--- src/rtl/pdm_pkg.sv ---
package pdm_pkg;
   typedef enum logic [1:0] {
      DM_RUN     = 2'b00,
      DM_STOP    = 2'b01,
      DM_STANDBY = 2'b10
   } dom_mode_e;

   localparam int unsigned CS_W = 2;
   localparam logic [CS_W-1:0] CS_STOP = 2'b10;
endpackage

--- src/rtl/pdm_cpu_decode.sv ---
module pdm_cpu_decode
   import pdm_pkg::*;
(
   input  logic [CS_W-1:0] state_i,
   output logic            active_o
);
   // Only the explicit stop code halts the CPU; run, sleep and the
   // unused code all keep the domain clocked.
   always_comb begin
      active_o = (state_i != CS_STOP);
   end
endmodule

--- src/rtl/pdm_sel_reduce.sv ---
module pdm_sel_reduce #(
   parameter int unsigned NUM_REQ = 2
) (
   input  logic [NUM_REQ-1:0] sel_i,
   output logic               any_stop_o
);
   generate
      if (NUM_REQ < 1) begin : g_bad
         $error("pdm_sel_reduce: NUM_REQ must be at least 1");
      end else if (NUM_REQ == 1) begin : g_single
         assign any_stop_o = ~sel_i[0];
      end else begin : g_multi
         logic [NUM_REQ-1:0] stop_vec;
         for (genvar i = 0; i < NUM_REQ; i++) begin : g_bit
            assign stop_vec[i] = ~sel_i[i];
         end
         assign any_stop_o = |stop_vec;
      end
   endgenerate
endmodule

--- src/rtl/pdm_mode_reg.sv ---
module pdm_mode_reg
   import pdm_pkg::*;
(
   input  logic      clk,
   input  logic      rst_n,
   input  dom_mode_e next_i,
   output dom_mode_e mode_o,
   output logic      restore_o
);
   dom_mode_e mode_q;
   logic      restore_q;

   always_ff @(posedge clk or negedge rst_n) begin
      if (!rst_n) begin
         mode_q    <= DM_RUN;
         restore_q <= 1'b0;
      end else begin
         mode_q    <= next_i;
         restore_q <= (mode_q == DM_STANDBY) && (next_i != DM_STANDBY);
      end
   end

   assign mode_o    = mode_q;
   assign restore_o = restore_q;
endmodule

--- src/rtl/pdm_resolver.sv ---
module pdm_resolver
   import pdm_pkg::*;
#(
   parameter int unsigned NUM_REQ = 2
) (
   input  logic               clk,
   input  logic               rst_n,
   input  logic [1:0]         own_state,
   input  logic [1:0]         peer_state,
   input  logic               peer_owns,
   input  logic [NUM_REQ-1:0] dsel,
   output logic [1:0]         mode_o,
   output logic               bus_clk_en,
   output logic               pwr_down_req,
   output logic               pwr_restore
);
   logic      own_act;
   logic      peer_act;
   logic      hold_run;
   logic      any_stop;
   dom_mode_e next_mode;
   dom_mode_e cur_mode;

   pdm_cpu_decode own_dec_i  (.state_i(own_state),  .active_o(own_act));
   pdm_cpu_decode peer_dec_i (.state_i(peer_state), .active_o(peer_act));

   pdm_sel_reduce #(.NUM_REQ(NUM_REQ)) sel_i (
      .sel_i      (dsel),
      .any_stop_o (any_stop)
   );

   always_comb begin
      hold_run = own_act | (peer_owns & peer_act);
      if (hold_run)      next_mode = DM_RUN;
      else if (any_stop) next_mode = DM_STOP;
      else               next_mode = DM_STANDBY;
   end

   pdm_mode_reg mode_i (
      .clk       (clk),
      .rst_n     (rst_n),
      .next_i    (next_mode),
      .mode_o    (cur_mode),
      .restore_o (pwr_restore)
   );

   assign mode_o       = cur_mode;
   assign bus_clk_en   = (cur_mode == DM_RUN);
   assign pwr_down_req = (cur_mode == DM_STANDBY);
endmodule

--- config.mk ---
export PLATFORM = sky130hd
export DESIGN_NAME = pdm_resolver
export DESIGN_NICKNAME = d
export VERILOG_FILES = /design/src/rtl/pdm_pkg.sv /design/src/rtl/pdm_cpu_decode.sv /design/src/rtl/pdm_sel_reduce.sv /design/src/rtl/pdm_mode_reg.sv /design/src/rtl/pdm_resolver.sv
export SDC_FILE = /design/constraint.sdc
export NUM_CORES = 1
export LEC_CHECK = 0
export BUFFER_PORTS_ARGS = -buffer_cell sky130_fd_sc_hd__buf_2
export CORE_AREA = 4 4 41 43
export DETAILED_ROUTE_END_ITERATION = 8
export DIE_AREA = 0 0 45 47
export GPL_TIMING_DRIVEN = 0
export PLACE_DENSITY = 0.38
export RECOVER_POWER = 100
export SYNTH_ARGS = -nofsm -noshare
export SYNTH_HDL_FRONTEND = slang
export SYNTH_SLANG_ARGS = --single-unit
--- constraint.sdc ---
create_clock -name clk -period 1.07 [get_ports clk]
set_input_delay 0.1605 -clock clk [delete_from_list [all_inputs] [get_ports clk]]
set_output_delay 0.1605 -clock clk [all_outputs]
set_load 0.005 [all_outputs]
==> impl_metrics.toml <==
[logic_synthesis]
synth_top_area_frac = 0.531
yosys-top-cells-area = "dfrtp_1 53%, nor2b_4 9.7%, and2b_4 7.1%, a21boi_1 5.3%, and2_1 4.4%"
yosysUniqueCellTypes = 11
synth_warnings = 0
netlist_instances = 13
yosysSeqAreaShare = 0.531
synth.net_count = 22
synth_top_area_cell = "dfrtp_1"
avgSynthCellArea_um2 = 10.9
syn_area_um2 = 141
synth-seq-cells = 3

[place]
io_buffers = 13
routabilityCongestion = 0.664

[floorplan]
die_w_um = 45
placeableCoreArea_mm2 = 0.00130
pin_count = 14
die_h_um = 47
row_count = 13
initial_utilization = 0.109
fp.dieArea_mm2 = 0.00212

[cells_and_area]
diodes = 0
layout_common_cells = "12 x buf_2, 3 x clkbuf_4, 3 x dfrtp_1"
nets = 41
syn_to_final_growth_pct = 89.4
final_common_cell = "buf_2"
final_layout_size_suffix_gt1_frac = 0.581

[critical_path]
cp-startpoint = "mode_i.mode_o[0]"
end_kind = "output port"
arrival_ns = 0.88
start_kind = "register"
regToRegStartpoint = "mode_i.mode_o[0]"
worst_r2r_path_depth = 2
cp_max_fo = 3
worstSetupPathType = "reg -> out"
required_ns = 0.91

[run]
drv_cap = 0

[clock_tree]
clock_path_buffers = 2
cts_sinks = 3
path_clk_slew_ns = 0.04
cts_root_buf = "clkbuf_4"
cts_tree = "yes"
clk_latency_ns = 0.23
cts_buffers = 3
htreeDepth = 1

[min_path]
min_path_type = "in -> reg"
hold_path_startpoint = "peer_owns"
holdPathStages = 3

[routing]
wl_um = 391
via_count = 152
firstDrtPassIters = 3
drt_iter0_drc = 5
wl_per_cell_um = 8.50
via_per_inst = 3.30
postRouteAntennaNets = 0
drc = 0

[grt]
grt_pass1_wl_um = 600
antenna_found_initial = 0
gr-usage-all-layers = 0.0491
first_global_vias = 161
grt_max_degree = 4
grt_remaining_overflow = 0

[sta]
fin_skew_ns = 0.000733
maxClockFrequency_ghz = 0.958
hold_viol = 0
fin_crit_sh = 0.975
relSlewSlack = 0.827
tns_ns = 0
min_period_ns = 1.04
setup_violations = 0
worst_pin_slew_ns = 0.257
rsz0062_at_grt = "true"
slew_violations = 0

[power_and_ir_drop]
vdd_drop_max_mv = 0.251
p_leak_nw = 0.149
powerDensity_mw_per_mm2 = 1340
p_total_w = 0.000359

[status]
status = "completed"
[synth_stat cells]
library cell,n
a21boi_1,1
and2_1,1
and2b_4,1
and3_1,1
dfrtp_1,3
inv_1,1
nand2_1,1
nor2_1,1
nor2b_1,1
nor2b_4,1
o21ai_1,1
[report_power, final]
part	leakage, nW	switching (W)	internal, W
sequential	0.0411	0.00000265	0.000117
clock	0.0150	0.0000590	0.000140
combinational	0.0932	0.0000150	0.0000249
total	0.149	0.0000766	0.000282
[cell type report]
cell class | count | area [µm²]
Clock buffer | 4 | 26.3
Fill cell | 156 | 1030
Inverter | 1 | 3.75
Multi-Input combinational cell | 9 | 70.1
Sequential cell | 3 | 75.1
Tap cell | 15 | 18.8
Timing Repair Buffer | 14 | 73.8
[metal layers]
layer | GRT usage | share of wire | vias up
met2 | 0.0593 | 0.33 | 16
met5 | 0 | 0 | -
met4 | 0.0877 | 0.054 | 0
met3 | 0.0230 | 0.18 | 4
met1 | 0.0458 | 0.43 | 56
li1 | - | - | 76
[state kept, by name, indices dropped and copies added, names as in the netlist]
signal            count
mode_i.restore_o      1
mode_i.mode_o         2
[timing repair]
action | 4_1_cts | 5_1_grt
hold endpoints to repair | 3 | 0
endpoints found under the setup margin | 1 | 1
buffers inserted | 0 | 0
hold buffers | 1 | 0
gates resized for setup | 2 | 0
[worst max-delay path: stages (launching register included)]
cell	delay [ns]
dfrtp_1	0.40
nor2b_4	0.13
buf_2	0.12
[logic make-up (layout without fill, tap and decap cells)]
family,count (synthesis),in the layout,share of synthesized area
compound gates,2,2,0.0885
buf+inv,1,19,0.0265
flops,3,3,0.531
simple gates,7,7,0.354
[metrics by stage]
stage	cell area (µm²)	utilization	hold WS [ns]	cells	setup slack [ns]
floorplan	141	-	-0.135	13	0.294
global placement	225	0.173	-0.0436	41	0.244
detailed placement	225	0.173	-0.0417	41	0.232
CTS	269	0.207	0.237	46	0.0179
global route	268	0.206	0.251	46	-0.0159
finish	268	0.206	0.254	46	0.0263
[path summary, 6_finish.rpt]
check                                    to  slack [ns]
max reg2reg                mode_i.restore_o        0.29
max                            pwr_down_req        0.03
max in group asynchronous  mode_i.mode_o[0]        0.65
min in group asynchronous  mode_i.restore_o        0.27
min reg2reg                mode_i.restore_o        0.61
min                        mode_i.restore_o        0.25
(Power assumes the default switching activity.)
